$ cat src/rtl/wdg_pkg.sv
// Package: shared widths, the feed key, register selector type and
// helpers for the inverse-pattern guard on configuration words.
package wdg_pkg;

    localparam int unsigned BUS_W  = 32;
    localparam int unsigned HALF_W = BUS_W / 2;

    localparam logic [BUS_W-1:0] FEED_KEY = 32'hA55A55AA;

    typedef enum logic [1:0] {
        SEL_CFG  = 2'd0,
        SEL_FEED = 2'd1,
        SEL_STAT = 2'd2,
        SEL_NONE = 2'd3
    } wdg_sel_e;

    // True when the upper half is the bitwise inverse of the lower half.
    function automatic logic cfg_word_ok(input logic [BUS_W-1:0] w);
        return w[BUS_W-1:HALF_W] == ~w[HALF_W-1:0];
    endfunction

    // Builds the readback image of a timeout: inverse on top, value below.
    function automatic logic [BUS_W-1:0] cfg_image(input logic [HALF_W-1:0] t);
        return {~t, t};
    endfunction

endpackage

$ cat src/rtl/wdg_addr_map.sv
// Module: wdg_addr_map
// Turns a byte offset into a register selector.
// Assumes the three offsets are distinct; any other offset selects nothing.
module wdg_addr_map
    import wdg_pkg::*;
#(
    parameter int unsigned      ADDR_W   = 4,
    parameter logic [ADDR_W-1:0] CFG_OFS  = 'h0,
    parameter logic [ADDR_W-1:0] FEED_OFS = 'h4,
    parameter logic [ADDR_W-1:0] STAT_OFS = 'h8
) (
    input  logic [ADDR_W-1:0] addr,
    output wdg_sel_e          sel
);

    // Offset compare, config first.
    always_comb begin
        if (addr == CFG_OFS)       sel = SEL_CFG;
        else if (addr == FEED_OFS) sel = SEL_FEED;
        else if (addr == STAT_OFS) sel = SEL_STAT;
        else                       sel = SEL_NONE;
    end

endmodule

$ cat src/rtl/wdg_wr_qual.sv
// Module: wdg_wr_qual
// Qualifies bus writes into single-cycle strobes: accepted config,
// rejected config and valid feed. Assumes one write per wr_en cycle.
module wdg_wr_qual
    import wdg_pkg::*;
(
    input  logic              wr_en,
    input  wdg_sel_e          sel,
    input  logic [BUS_W-1:0]  wdata,
    output logic              cfg_load,
    output logic              cfg_reject,
    output logic              feed_ok,
    output logic [HALF_W-1:0] new_tmo
);

    logic pattern_ok;

    // Guard checks on the raw write data.
    always_comb begin
        pattern_ok = cfg_word_ok(wdata);
        new_tmo    = wdata[HALF_W-1:0];
    end

    // Strobe generation per selected register.
    always_comb begin
        cfg_load   = wr_en && (sel == SEL_CFG) &&  pattern_ok;
        cfg_reject = wr_en && (sel == SEL_CFG) && !pattern_ok;
        feed_ok    = wr_en && (sel == SEL_FEED) && (wdata == FEED_KEY);
    end

endmodule

$ cat src/rtl/wdg_cfg_store.sv
// Module: wdg_cfg_store
// Holds the accepted timeout and the sticky guard-error flag.
// Assumes cfg_load and cfg_reject are never high together.
module wdg_cfg_store
    import wdg_pkg::*;
(
    input  logic              clk,
    input  logic              rst_n,
    input  logic              cfg_load,
    input  logic              cfg_reject,
    input  logic [HALF_W-1:0] new_tmo,
    output logic [HALF_W-1:0] tmo,
    output logic              err
);

    // Timeout and error flag update; a good write clears the flag.
    always_ff @(posedge clk) begin
        if (!rst_n) begin
            tmo <= '0;
            err <= 1'b0;
        end else if (cfg_load) begin
            tmo <= new_tmo;
            err <= 1'b0;
        end else if (cfg_reject) begin
            err <= 1'b1;
        end
    end

endmodule

$ cat src/rtl/wdg_countdown.sv
// Module: wdg_countdown
// Down-counter with expiry pulse. Priority: config load, feed, tick.
// Assumes tmo is the stored timeout; a zero timeout disarms counting.
module wdg_countdown
    import wdg_pkg::*;
(
    input  logic              clk,
    input  logic              rst_n,
    input  logic              cfg_load,
    input  logic [HALF_W-1:0] new_tmo,
    input  logic              feed_ok,
    input  logic              tick,
    input  logic [HALF_W-1:0] tmo,
    output logic [HALF_W-1:0] count,
    output logic              expire
);

    localparam logic [HALF_W-1:0] ONE = {{(HALF_W-1){1'b0}}, 1'b1};

    logic armed;
    logic last;

    // Arm and final-step detection.
    always_comb begin
        armed = (tmo != '0);
        last  = (count <= ONE);
    end

    // Count register and one-cycle expiry pulse.
    always_ff @(posedge clk) begin
        if (!rst_n) begin
            count  <= '0;
            expire <= 1'b0;
        end else begin
            expire <= 1'b0;
            if (cfg_load) begin
                count <= new_tmo;
            end else if (!armed) begin
                count <= '0;
            end else if (feed_ok) begin
                count <= tmo;
            end else if (tick) begin
                if (last) begin
                    count  <= tmo;
                    expire <= 1'b1;
                end else begin
                    count <= count - ONE;
                end
            end
        end
    end

endmodule

$ cat src/rtl/wdg_read_mux.sv
// Module: wdg_read_mux
// Combinational read data: config image, status word, zero elsewhere.
module wdg_read_mux
    import wdg_pkg::*;
(
    input  wdg_sel_e          sel,
    input  logic [HALF_W-1:0] tmo,
    input  logic [HALF_W-1:0] count,
    input  logic              err,
    output logic [BUS_W-1:0]  rdata
);

    localparam int unsigned PAD_W = BUS_W - 1 - HALF_W;

    // Register image selection.
    always_comb begin
        unique case (sel)
            SEL_CFG:  rdata = cfg_image(tmo);
            SEL_STAT: rdata = {err, {PAD_W{1'b0}}, count};
            default:  rdata = '0;
        endcase
    end

endmodule

$ cat src/rtl/wdg_guard.sv
// Module: wdg_guard
// Watchdog with pattern-guarded configuration and key-guarded feed.
// Assumes a single-cycle write bus and a synchronous tick input.
module wdg_guard
    import wdg_pkg::*;
#(
    parameter int unsigned       ADDR_W   = 4,
    parameter logic [ADDR_W-1:0] CFG_OFS  = 'h0,
    parameter logic [ADDR_W-1:0] FEED_OFS = 'h4,
    parameter logic [ADDR_W-1:0] STAT_OFS = 'h8
) (
    input  logic              clk,
    input  logic              rst_n,
    input  logic              wr_en,
    input  logic [ADDR_W-1:0] addr,
    input  logic [31:0]       wdata,
    output logic [31:0]       rdata,
    input  logic              tick,
    output logic              sys_rst_req
);

    wdg_sel_e          reg_sel;
    logic              cfg_load;
    logic              cfg_reject;
    logic              feed_ok;
    logic [HALF_W-1:0] new_tmo;
    logic [HALF_W-1:0] tmo_q;
    logic [HALF_W-1:0] count_q;
    logic              err_q;

    wdg_addr_map #(
        .ADDR_W  (ADDR_W),
        .CFG_OFS (CFG_OFS),
        .FEED_OFS(FEED_OFS),
        .STAT_OFS(STAT_OFS)
    ) u_map (
        .addr(addr),
        .sel (reg_sel)
    );

    wdg_wr_qual u_qual (
        .wr_en     (wr_en),
        .sel       (reg_sel),
        .wdata     (wdata),
        .cfg_load  (cfg_load),
        .cfg_reject(cfg_reject),
        .feed_ok   (feed_ok),
        .new_tmo   (new_tmo)
    );

    wdg_cfg_store u_cfg (
        .clk       (clk),
        .rst_n     (rst_n),
        .cfg_load  (cfg_load),
        .cfg_reject(cfg_reject),
        .new_tmo   (new_tmo),
        .tmo       (tmo_q),
        .err       (err_q)
    );

    wdg_countdown u_cnt (
        .clk     (clk),
        .rst_n   (rst_n),
        .cfg_load(cfg_load),
        .new_tmo (new_tmo),
        .feed_ok (feed_ok),
        .tick    (tick),
        .tmo     (tmo_q),
        .count   (count_q),
        .expire  (sys_rst_req)
    );

    wdg_read_mux u_rd (
        .sel  (reg_sel),
        .tmo  (tmo_q),
        .count(count_q),
        .err  (err_q),
        .rdata(rdata)
    );

endmodule

$ cat config.mk
export PLATFORM = sky130hd
export DESIGN_NAME = wdg_guard
export DESIGN_NICKNAME = d
export VERILOG_FILES = /design/src/rtl/wdg_pkg.sv /design/src/rtl/wdg_addr_map.sv /design/src/rtl/wdg_wr_qual.sv /design/src/rtl/wdg_cfg_store.sv /design/src/rtl/wdg_countdown.sv /design/src/rtl/wdg_read_mux.sv /design/src/rtl/wdg_guard.sv
export SDC_FILE = /design/constraint.sdc
export NUM_CORES = 1
export LEC_CHECK = 0
export ABC_AREA = 1
export BUFFER_PORTS_ARGS = -buffer_cell sky130_fd_sc_hd__buf_4
export CORE_ASPECT_RATIO = 0.5
export CORE_UTILIZATION = 35
export DETAILED_ROUTE_END_ITERATION = 10
export SLEW_MARGIN = 10
export SYNTH_ARGS = -nofsm -noshare
export SYNTH_HDL_FRONTEND = slang
export SYNTH_SLANG_ARGS = --single-unit
$ cat constraint.sdc
create_clock -name clk -period 4.25 [get_ports clk]
set_input_delay 0.425 -clock clk [delete_from_list [all_inputs] [get_ports clk]]
set_output_delay 0.425 -clock clk [all_outputs]
set_load 0.01 [all_outputs]
-- Word level (Yosys, flattened, before mapping)
Index checks and enable logic that the tools add are counted.
- register bits after elaboration: 34
- input port bits: 40
- output and inout port bits: 33
- logic and storage cells: 39
- add/sub/neg operators: 1
- order comparisons: 1
- equality and inequality tests: 7
- mux-type cells: 10
- bitwise operators: 5
- reductions and logical operators: 11
- operators by type and width (kind ; number):
    $mux W16 ; 5
    $pmux W32 S2 ; 1
    $eq A32 B32 Y1 const B ; 1
    $not A16 Y16 ; 2
    $eq A16 B16 Y1 ; 1
    $le A16 B1 Y1 const B ; 1
    $reduce_bool A16 Y1 ; 1
    $sub A16 B1 Y16 const B ; 1
    $logic_and A1 B1 Y1 ; 5
    $reduce_or A5 Y1 ; 1
    $eq A4 B3 Y1 const B ; 1
    $eq A4 B4 Y1 const B ; 1
    $logic_not A4 Y1 ; 1
    $mux W2 ; 2
    $ne A4 B4 Y1 const B ; 1
    $not A1 Y1 ; 3
    $eq A2 B1 Y1 const B ; 1
    $eq A2 B2 Y1 const B ; 1
    $logic_not A2 Y1 ; 1
    $mux W1 ; 2
    $reduce_or A2 Y1 ; 1
    $logic_not A1 Y1 ; 1

-- Logic depth before layout (Yosys ltp)
Gate-level depths: netlist (run 1).
- word-level depth: 10
- gate-level depth with buffers: 14
- depth with buffers taken out: 13

-- Cells and area by module
A second synthesis (run 1) with hierarchy kept.
- cell total of the unflattened synthesis: 626
- area total of the unflattened synthesis: 3453.3 um2
- modules (own cells, without submodules) (module ; times used ; cells each ; area an instance (um2) ; seq. area each (um2)):
    wdg_countdown ; 1 ; 284 ; 1684.1 ; 340.3
    wdg_cfg_store ; 1 ; 107 ; 729.4 ; 340.3
    wdg_wr_qual ; 1 ; 155 ; 664.4 ; 0.0
    wdg_read_mux ; 1 ; 75 ; 354.1 ; 0.0
    wdg_addr_map ; 1 ; 5 ; 21.3 ; 0.0

-- Worst setup path before layout (run 1)
No wires, ideal clock.
- path kind: register to register
- start point: register u_cnt.count[0]
- end point: register u_cnt.count[0]
- setup time: 0.111 ns
- arrival time: 1.518 ns
- data required time: 4.139 ns
- slack: 2.620 ns
- stages on the path, launching flop included: 14
- path buffers: 0
- cell sequence: dfxtp_1 -> inv_1 -> ha_1 -> inv_1 -> nor2_4 -> nand2_1 -> nand2_1 -> nand2_2 -> nand2_4 -> inv_1 -> nor2_1 -> nor2_1 -> nor2_1 -> nor2_1
- cells in the longest elaborated chain, start to end: 6
- ends and longest elaborated chain (element ; line ; RTL):
    start: declaration ; wdg_countdown.sv:14 ; output logic [HALF_W-1:0] count,
    start signal: assignment ; wdg_countdown.sv:37 ; count <= new_tmo;
    start signal: assignment ; wdg_countdown.sv:41 ; count <= tmo;
    start signal: assignment ; wdg_countdown.sv:44 ; count <= tmo;
    $sub A16 B1 Y16 or $le A16 B1 Y1 (tied branches) ; wdg_countdown.sv:47, wdg_countdown.sv:26 ;
    $mux W16 (*) ; wdg_countdown.sv:43 ; if (last) begin
    $mux W16 (*) ; wdg_countdown.sv:42 ; end else if (tick) begin
    $mux W16 (*) ; wdg_countdown.sv:40 ; end else if (feed_ok) begin
    $mux W16 (*) ; wdg_countdown.sv:38 ; end else if (!armed) begin
    $mux W16 (*) ; wdg_countdown.sv:36 ; if (cfg_load) begin
Every way passes the cells marked *; elsewhere a longest branch is shown, timed or not. The select of a mux whose other input is x is not followed.
A chain may end at the register's enable or synchronous reset.

-- Final worst setup path (run 1)
- start point: input addr[1]
- end point: register u_cfg.tmo[12]
- cells in the longest elaborated chain, start to end: 7
- ends and longest elaborated chain (element ; line ; RTL):
    start: declaration ; wdg_guard.sv:15 ; input logic [ADDR_W-1:0] addr,
    $eq A4 B4 Y1 ; wdg_addr_map.sv:20 ; else if (addr == STAT_OFS) sel = SEL_STAT;
    $mux W1 ; wdg_addr_map.sv:20 ;
    $mux W2 ; wdg_addr_map.sv:19 ; else if (addr == FEED_OFS) sel = SEL_FEED;
    $mux W2 (*) ; wdg_addr_map.sv:18 ; if (addr == CFG_OFS) sel = SEL_CFG;
    $logic_not A2 Y1 (*) ; wdg_wr_qual.sv:26 ; cfg_load = wr_en && (sel == SEL_CFG) && pattern_ok;
    $logic_and A1 B1 Y1 (*) (2 in series) ; wdg_wr_qual.sv:26 ;
    end signal: assignment ; wdg_cfg_store.sv:22 ; tmo <= new_tmo;
    end: declaration ; wdg_cfg_store.sv:12 ; output logic [HALF_W-1:0] tmo,
Every way passes the cells marked *; elsewhere a longest branch is shown, timed or not.

==> results of run 1 <==
## flip-flops by register name, indices dropped and copies added, names as in the netlist
signal and flops:
u_cnt.expire 1, u_cnt.count 16, u_cfg.err 1, u_cfg.tmo 16
## cell type report
| type | instances | area (um2) |
|---|---|---|
| clock buffer | 5 | 125 |
| clock inverter | 2 | 10.0 |
| fill | 1004 | 4910 |
| inverter | 90 | 338 |
| multi-input combinational | 476 | 2170 |
| sequential | 34 | 681 |
| tap | 117 | 146 |
| timing repair buffer | 72 | 541 |
## tightest hold or removal path, delay by kind of cell, from the launching register on
family                 cells  cell delay [ps]
buffers and inverters      1               60
DFF                        1              290
AOI/OAI and AO/OA          1               60
## power by group through the flow
stage / Clock, mW / Sequential [mW] / Combinational [mW]
2_1_floorplan: 0 / 0.326 / 0.0666
3_3_place_gp: 0 / 0.326 / 0.130
3_5_place_dp: 0 / 0.326 / 0.131
6_report: 0.351 / 0.319 / 0.132
4_1_cts: 0.350 / 0.319 / 0.132
5_1_grt: 0.362 / 0.319 / 0.148
## cells in the mapped netlist
library cell / count
inv_1: 88
nand3_4: 1
buf_6: 4
inv_2: 2
o21bai_1: 1
nand2_2: 2
nand2_4: 3
nand2_1: 209
dfxtp_1: 34
nor2_1: 126
clkbuf_1: 5
nor2b_1: 1
nand3_2: 6
nand4_1: 10
o21ai_0: 4
ha_1: 2
nand3_1: 40
nor2_4: 5
nor2_2: 6
and2_1: 1
nor4_1: 1
xor2_1: 8
buf_4: 2
a21oi_1: 11
nor3_1: 9
buf_1: 1
xnor2_1: 1
o22ai_1: 29
buf_2: 3
## logic make-up after synthesis
| family | Yosys count |
|---|---|
| AO/OA/AOI/OAI | 45 |
| adder cells (fa/ha/maj) | 2 |
| flip-flops | 34 |
| XOR/XNOR | 9 |
| buffers and inverters | 105 |
| AND/OR/NAND/NOR | 420 |
## per-layer routing
metal | global-route usage | part of all wire | vias to the layer above
met5 | 0 | 0 | -
met4 | 0.0605 | 0.015 | 0
met3 | 0.0398 | 0.087 | 18
met2 | 0.343 | 0.40 | 171
met1 | 0.358 | 0.50 | 1806
li1 | - | - | 2033
## path summary, 6_finish.rpt
path,end,cells past startpoint
max reg2reg,u_cnt.count[0],13
min,u_cfg.err,2
max,u_cfg.tmo[12],7
min reg2reg,u_cfg.err,2
==> results.cfg, run 1 <==
[layout]
areaGrowthSynthToFinish_pct = 22.0
mostFrequentLayoutCell = nand2_1
nets = 721
drive_above_1_share = 0.153
fin_cells = 796
final_cell_mix = nand2_1 (209), nor2_1 (126), inv_1 (88), buf_4 (72), nand3_1 (40)
final_area_um2 = 4010
utilization = 0.450
diodes = 0

[sta]
finalClockSkew_ps = 6.02
finalCriticalPeriod_ps = 2480
fmax_ghz = 0.403
rsz0062_at_grt = false
setup_viol = 0
fin_ws_ps = 1770
final-hold-violation-count = 0
period_share = 0.584
drv_slew = 0
holdWs_ps = 459
setup-tns-final_ps = 0
tightest_slew_ps = 883
slew_headroom = 0.410

[place]
dp.cells = 789
gp_congestion = 0.886
post-dp-hpwl_um = 9230
dpl_cell_area_um2 = 3870
dpl_worst_slack_ps = 1510
port_buffers = 72

[global_routing]
grt_overflow = 0
grt_max_degree = 34
grt_pass1_wl_um = 18200
grt_usage = 0.237
antenna_found_initial = 0
grt_pass1_vias = 3513

[die]
io_pins = 73
dieArea_um2 = 9800
row_count = 24
initial_utilization = 0.368
die_h_um = 70.5
core_um2 = 8920
die_x_um = 139

[clocking]
cts_made_buffers = 5
cts_hold_buf = 0
cts-root-buf = clkbuf_16
post_cts_resized = 0
cts_tree = yes
post_cts_buffers = 0
clockBufferDepth = 2
h-tree-depth = 2
clock_latency_ps = 280
cts_sinks = 34
path_clk_slew_ps = 60

[yosys]
synth_fp_nets = 657
synthXorXnorAreaFrac = 0.0240
synth_area_leader_cell = nand2_1
ys_seq_elements = 34
synth_area_um2 = 3290
synth_compound_gate_area_share = 0.0804
synth_fa_ha_area_frac = 0.00762
synth-seq-area-share = 0.207
yosysTopAreaCellShare = 0.239
syn_area_per_cell_um2 = 5.34
synth.top_cells.by_area = nand2_1 (24%), dfxtp_1 (21%), nor2_1 (14%)
synth_cells = 615
synth.distinct_cells = 29
synth_top_family_by_area = simple AND/OR/NAND/NOR gates
ys_warn_count = 0
synth_mux_area_frac = 0
synth_simple_gate_area_frac = 0.548

[setup_path]
path_class = in2reg
slowest_delay_ps = 560
cpLargestDelayFamily = simple AND/OR/NAND/NOR gates
rrSetupSlack_ps = 2010
crit_chain = buf_4, nor2_4, nand3_2, nor2_4, nand3_2, nand2_1, o21ai_0
crit_fanout = 33
worstPathRequired_ps = 4400
crit_path_top_delay_cell = nand3_2
critPathLaunchType = primary input
end_kind = flop
path_buf_inv = 1
arrival_ps = 2630
r2r_start = u_cnt.count[0]
setup.worst_path.start = addr[1]

[power]
switching_share = 0.273
ir_worst_vdd_uv = 126
clkPwrFrac = 0.437
power_mw = 0.802
p_leak_nw = 2.12
seq_power_share = 0.398
p_switching_mw = 0.219
combinationalPowerShare = 0.165
p_int_mw = 0.582
power.density_nw_per_um2 = 200

[drt]
num_vias = 4028
drtPass1Iterations = 7
routedWlPerCell_um = 14.4
viasPerCell = 5.06
antenna_left = 0
drtIter0Drc = 386
drc = 0
wl_um = 11500

[status]
status = finished, final reports clean

[flow_run]
cap_violations = 0

[worst_hold_path]
hp-class = reg2reg
min_from = u_cfg.err
No activity file was read; power rests on OpenSTA's default activity.
==> run 2, diff against run 1 <==
==> constraint.sdc (replaced) <==
create_clock -name clk -period 2.5 [get_ports clk]
set_input_delay 0.25 -clock clk [delete_from_list [all_inputs] [get_ports clk]]
set_output_delay 0.25 -clock clk [all_outputs]
set_load 0.01 [all_outputs]
==> results.cfg, run 2 (same netlist as run 1, synthesis figures left out) <==
[sta]
slew_headroom = 0.686
finalCriticalPeriod_ps = 2160
tightest_slew_ps = 469
setup_viol = 0
holdWs_ps = 315
fmax_ghz = 0.463
rsz0062_at_grt = false
setup-tns-final_ps = 0
finalClockSkew_ps = 3.19
drv_slew = 0
period_share = 0.865
fin_ws_ps = 338
final-hold-violation-count = 0

[drt]
drtIter0Drc = 348
num_vias = 3983
viasPerCell = 4.96
routedWlPerCell_um = 14.4
wl_um = 11600
drtPass1Iterations = 7
antenna_left = 0
drc = 0

[global_routing]
antenna_found_initial = 0
grt_overflow = 0
grt_usage = 0.239
grt_pass1_wl_um = 18400
grt_max_degree = 33
grt_pass1_vias = 3501

[die]
die_h_um = 70.5
row_count = 24
io_pins = 73
dieArea_um2 = 9800
core_um2 = 8920
die_x_um = 139
initial_utilization = 0.368

[setup_path]
critPathLaunchType = flop
worstPathRequired_ps = 2680
path_class = reg2reg
crit_fanout = 13
rrSetupSlack_ps = 340
end_kind = flop
arrival_ps = 2340

[power]
clkPwrFrac = 0.453
switching_share = 0.271
seq_power_share = 0.385
ir_worst_vdd_uv = 214
p_switching_mw = 0.382
p_leak_nw = 2.15
combinationalPowerShare = 0.163
power.density_nw_per_um2 = 346
p_int_mw = 1.03

[layout]
final_cell_mix = nand2_1 (209), nor2_1 (126), inv_1 (88), buf_4 (78), nand3_1 (40)
final_area_um2 = 4070
mostFrequentLayoutCell = nand2_1
reg.largest.list = u_cfg.tmo x16, u_cnt.count x16
areaGrowthSynthToFinish_pct = 23.9
diodes = 0
fillers = 998
nets = 727
drive_above_1_share = 0.162
utilization = 0.457

[clocking]
cts-root-buf = clkbuf_16
path_clk_slew_ps = 60
cts_made_buffers = 5
h-tree-depth = 2
cts_tree = yes
clock_latency_ps = 280
cts_hold_buf = 0
post_cts_buffers = 0
post_cts_resized = 0
clockBufferDepth = 2
cts_sinks = 34

[place]
dpl_worst_slack_ps = 396
port_buffers = 72
post-dp-hpwl_um = 9270
gp_congestion = 0.916
dpl_cell_area_um2 = 3920

[worst_hold_path]
hp-class = in2reg

[flow_run]
cap_violations = 0

[status]
status = finished, final reports clean
[run 2: cell count changes in the layout (fill, tap and decap cells not counted)]
| cell | previous run | this run |
|---|---|---|
| buf_4 | 72 | 78 |
| clkbuf_8 | 0 | 1 |
| clkinvlp_4 | 0 | 1 |
| clkinv_2 | 2 | 1 |
[run 2: metal layers]
metal | up-vias | global-route usage | wire [um]
li1 | 2043 | - | -
met1 | 1767 | 0.374 | 5980
met2 | 162 | 0.347 | 4670
met3 | 11 | 0.0233 | 822
met4 | 0 | 0.0481 | 103
met5 | - | 0 | 0
[run 2: final timing paths]
path	from	end	cells past startpoint
setup / recovery	u_cnt.count[1]	u_cnt.count[1]	13
hold / removal	wdata[9]	u_cfg.tmo[9]	3
setup reg to reg	u_cnt.count[1]	u_cnt.count[1]	13
hold reg to reg	u_cfg.err	u_cfg.err	2
[run 2: critical path: stages, from the launching register on]
cell,delay [ps]
dfxtp_1,290
inv_1,160
ha_1,320
inv_1,110
nor2_4,170
nand2_1,60
nand2_1,80
nand2_2,190
nand2_4,180
inv_1,130
nor2_1,120
nor2_1,50
nor2_1,130
nor2_1,50
[run 2: through the flow]
step	power, mW	cells
finish	1.41	803
global route	1.47	803
CTS	1.41	803
detailed placement	0.781	795
global placement	0.780	795
floorplan	0.667	615
[run 2: final cells by class]
type	instances	area [um2]	area share
flip-flops and latches	34	681	0.167
clock buffers	6	139	0.0341
clock inverters	2	12.5	0.00307
inverters	90	338	0.0830
repair buffers	78	586	0.144
well taps	117	146	0.0360
multi-input cells	476	2170	0.533
[run 2: power by group through the flow]
| stage | logic (mW) | clock network [mW] | registers [mW] |
|---|---|---|---|
| global route | 0.255 | 0.676 | 0.542 |
| detailed placement | 0.227 | 0 | 0.554 |
| floorplan | 0.113 | 0 | 0.554 |
| global placement | 0.226 | 0 | 0.554 |
| finish | 0.229 | 0.638 | 0.542 |
| CTS | 0.227 | 0.645 | 0.542 |
==> run 3, diff against run 2 <==
==> constraint.sdc (replaced) <==
create_clock -name clk -period 2.66 [get_ports clk]
set_input_delay 0.266 -clock clk [delete_from_list [all_inputs] [get_ports clk]]
set_output_delay 0.266 -clock clk [all_outputs]
set_load 0.01 [all_outputs]
==> results.cfg, run 3 (same netlist as run 1, synthesis figures left out) <==
[die]
dieArea_um2 = 9800
core_um2 = 8920
initial_utilization = 0.368
die_x_um = 139
io_pins = 73
row_count = 24
die_h_um = 70.5

[global_routing]
grt_usage = 0.242
grt_pass1_vias = 3711
grt_max_degree = 33
grt_overflow = 0
antenna_found_initial = 0
grt_pass1_wl_um = 18700

[drt]
wl_um = 11800
drtPass1Iterations = 7
routedWlPerCell_um = 14.7
antenna_left = 0
num_vias = 4032
viasPerCell = 5.03
drc = 0
drtIter0Drc = 332

[layout]
mostFrequentLayoutCell = nand2_1
final_cell_mix = nand2_1 (209), nor2_1 (126), inv_1 (88), buf_4 (76), nand3_1 (40)
nets = 725
diodes = 0
areaGrowthSynthToFinish_pct = 24.9
drive_above_1_share = 0.159
fin_cells = 801
reg.largest.list = u_cfg.tmo x16, u_cnt.count x16
utilization = 0.460

[clocking]
cts_tree = yes
cts_sinks = 34
clock_latency_ps = 280
post_cts_resized = 0
cts_hold_buf = 0
h-tree-depth = 2
post_cts_buffers = 0
clockBufferDepth = 2
path_clk_slew_ps = 60
cts-root-buf = clkbuf_16
cts_made_buffers = 5

[power]
ir_worst_vdd_uv = 244
power.density_nw_per_um2 = 370
power_mw = 1.52
p_leak_nw = 2.17

[sta]
period_share = 0.849
slew_headroom = 0.594
holdWs_ps = 317
setup_viol = 0
drv_slew = 0
setup-tns-final_ps = 0
fmax_ghz = 0.443
finalClockSkew_ps = 2.43
rsz0062_at_grt = false
final-hold-violation-count = 0
tightest_slew_ps = 608
finalCriticalPeriod_ps = 2260

[setup_path]
end_kind = flop
worstPathRequired_ps = 2840
critPathLaunchType = flop
ff2ff_path_depth = 13
crit_fanout = 13
arrival_ps = 2440
path_class = reg2reg

[flow_run]
cap_violations = 0

[status]
status = finished, final reports clean

[place]
post-dp-hpwl_um = 9320
port_buffers = 72
gp_congestion = 0.893
dp.cells = 793

[worst_hold_path]
holdPathStages = 3
hp-class = in2reg
## run 3: changes by cell type in the layout (fill, tap and decap cells not counted), sizes merged
cell / previous run / this run
buf: 78 / 76
bufinv: 0 / 2
clkinv: 1 / 0
clkinvlp: 1 / 0
## run 3: worst max-delay path, stage by stage, from the launching register on
cell	delay, ps
dfxtp_1	340
inv_1	160
ha_1	340
inv_1	120
nor2_4	180
nand2_1	90
nand2_1	110
nand2_2	200
nand2_4	190
inv_1	120
nor2_1	120
nor2_1	60
nor2_1	80
nor2_1	40
## run 3: power by group
group / internal, mW / switching (mW) / leakage (nW)
clock: 0.563 / 0.236 / 0.0971
sequential: 0.510 / 0.0000659 / 0.274
combinational: 0.0835 / 0.128 / 1.80
total: 1.16 / 0.364 / 2.17
## run 3: final timing paths
check,from,end,slack [ps]
setup / recovery,u_cnt.count[0],u_cnt.count[1],400
hold / removal,wdata[11],u_cfg.tmo[11],320
setup reg to reg,u_cnt.count[0],u_cnt.count[1],400
hold reg to reg,u_cfg.err,u_cfg.err,480
## run 3: per-layer routing
metal / global-route usage / up-vias / wire length, um
met5: 0 / - / 0
met4: 0.0605 / 0 / 132
met3: 0.0466 / 24 / 890
met2: 0.360 / 162 / 4770
met1: 0.354 / 1794 / 5960
li1: - / 2052 / -
## run 3: area by class of cell
class | count | area, um2
Fill cell | 998 | 4810
Clock inverter | 2 | 60.1
Sequential cell | 34 | 681
Clock buffer | 6 | 139
Tap cell | 117 | 146
Timing Repair Buffer | 76 | 571
Inverter | 90 | 338
Multi-Input combinational cell | 476 | 2170
## run 3: stage by stage
stage / area, um2 / setup WS, ps
after CTS: 4100 / 458
final: 4100 / 402
after detailed placement: 3910 / 555
after global routing: 4100 / 210
after floorplan: 3290 / 1030
after global placement: 3910 / 576
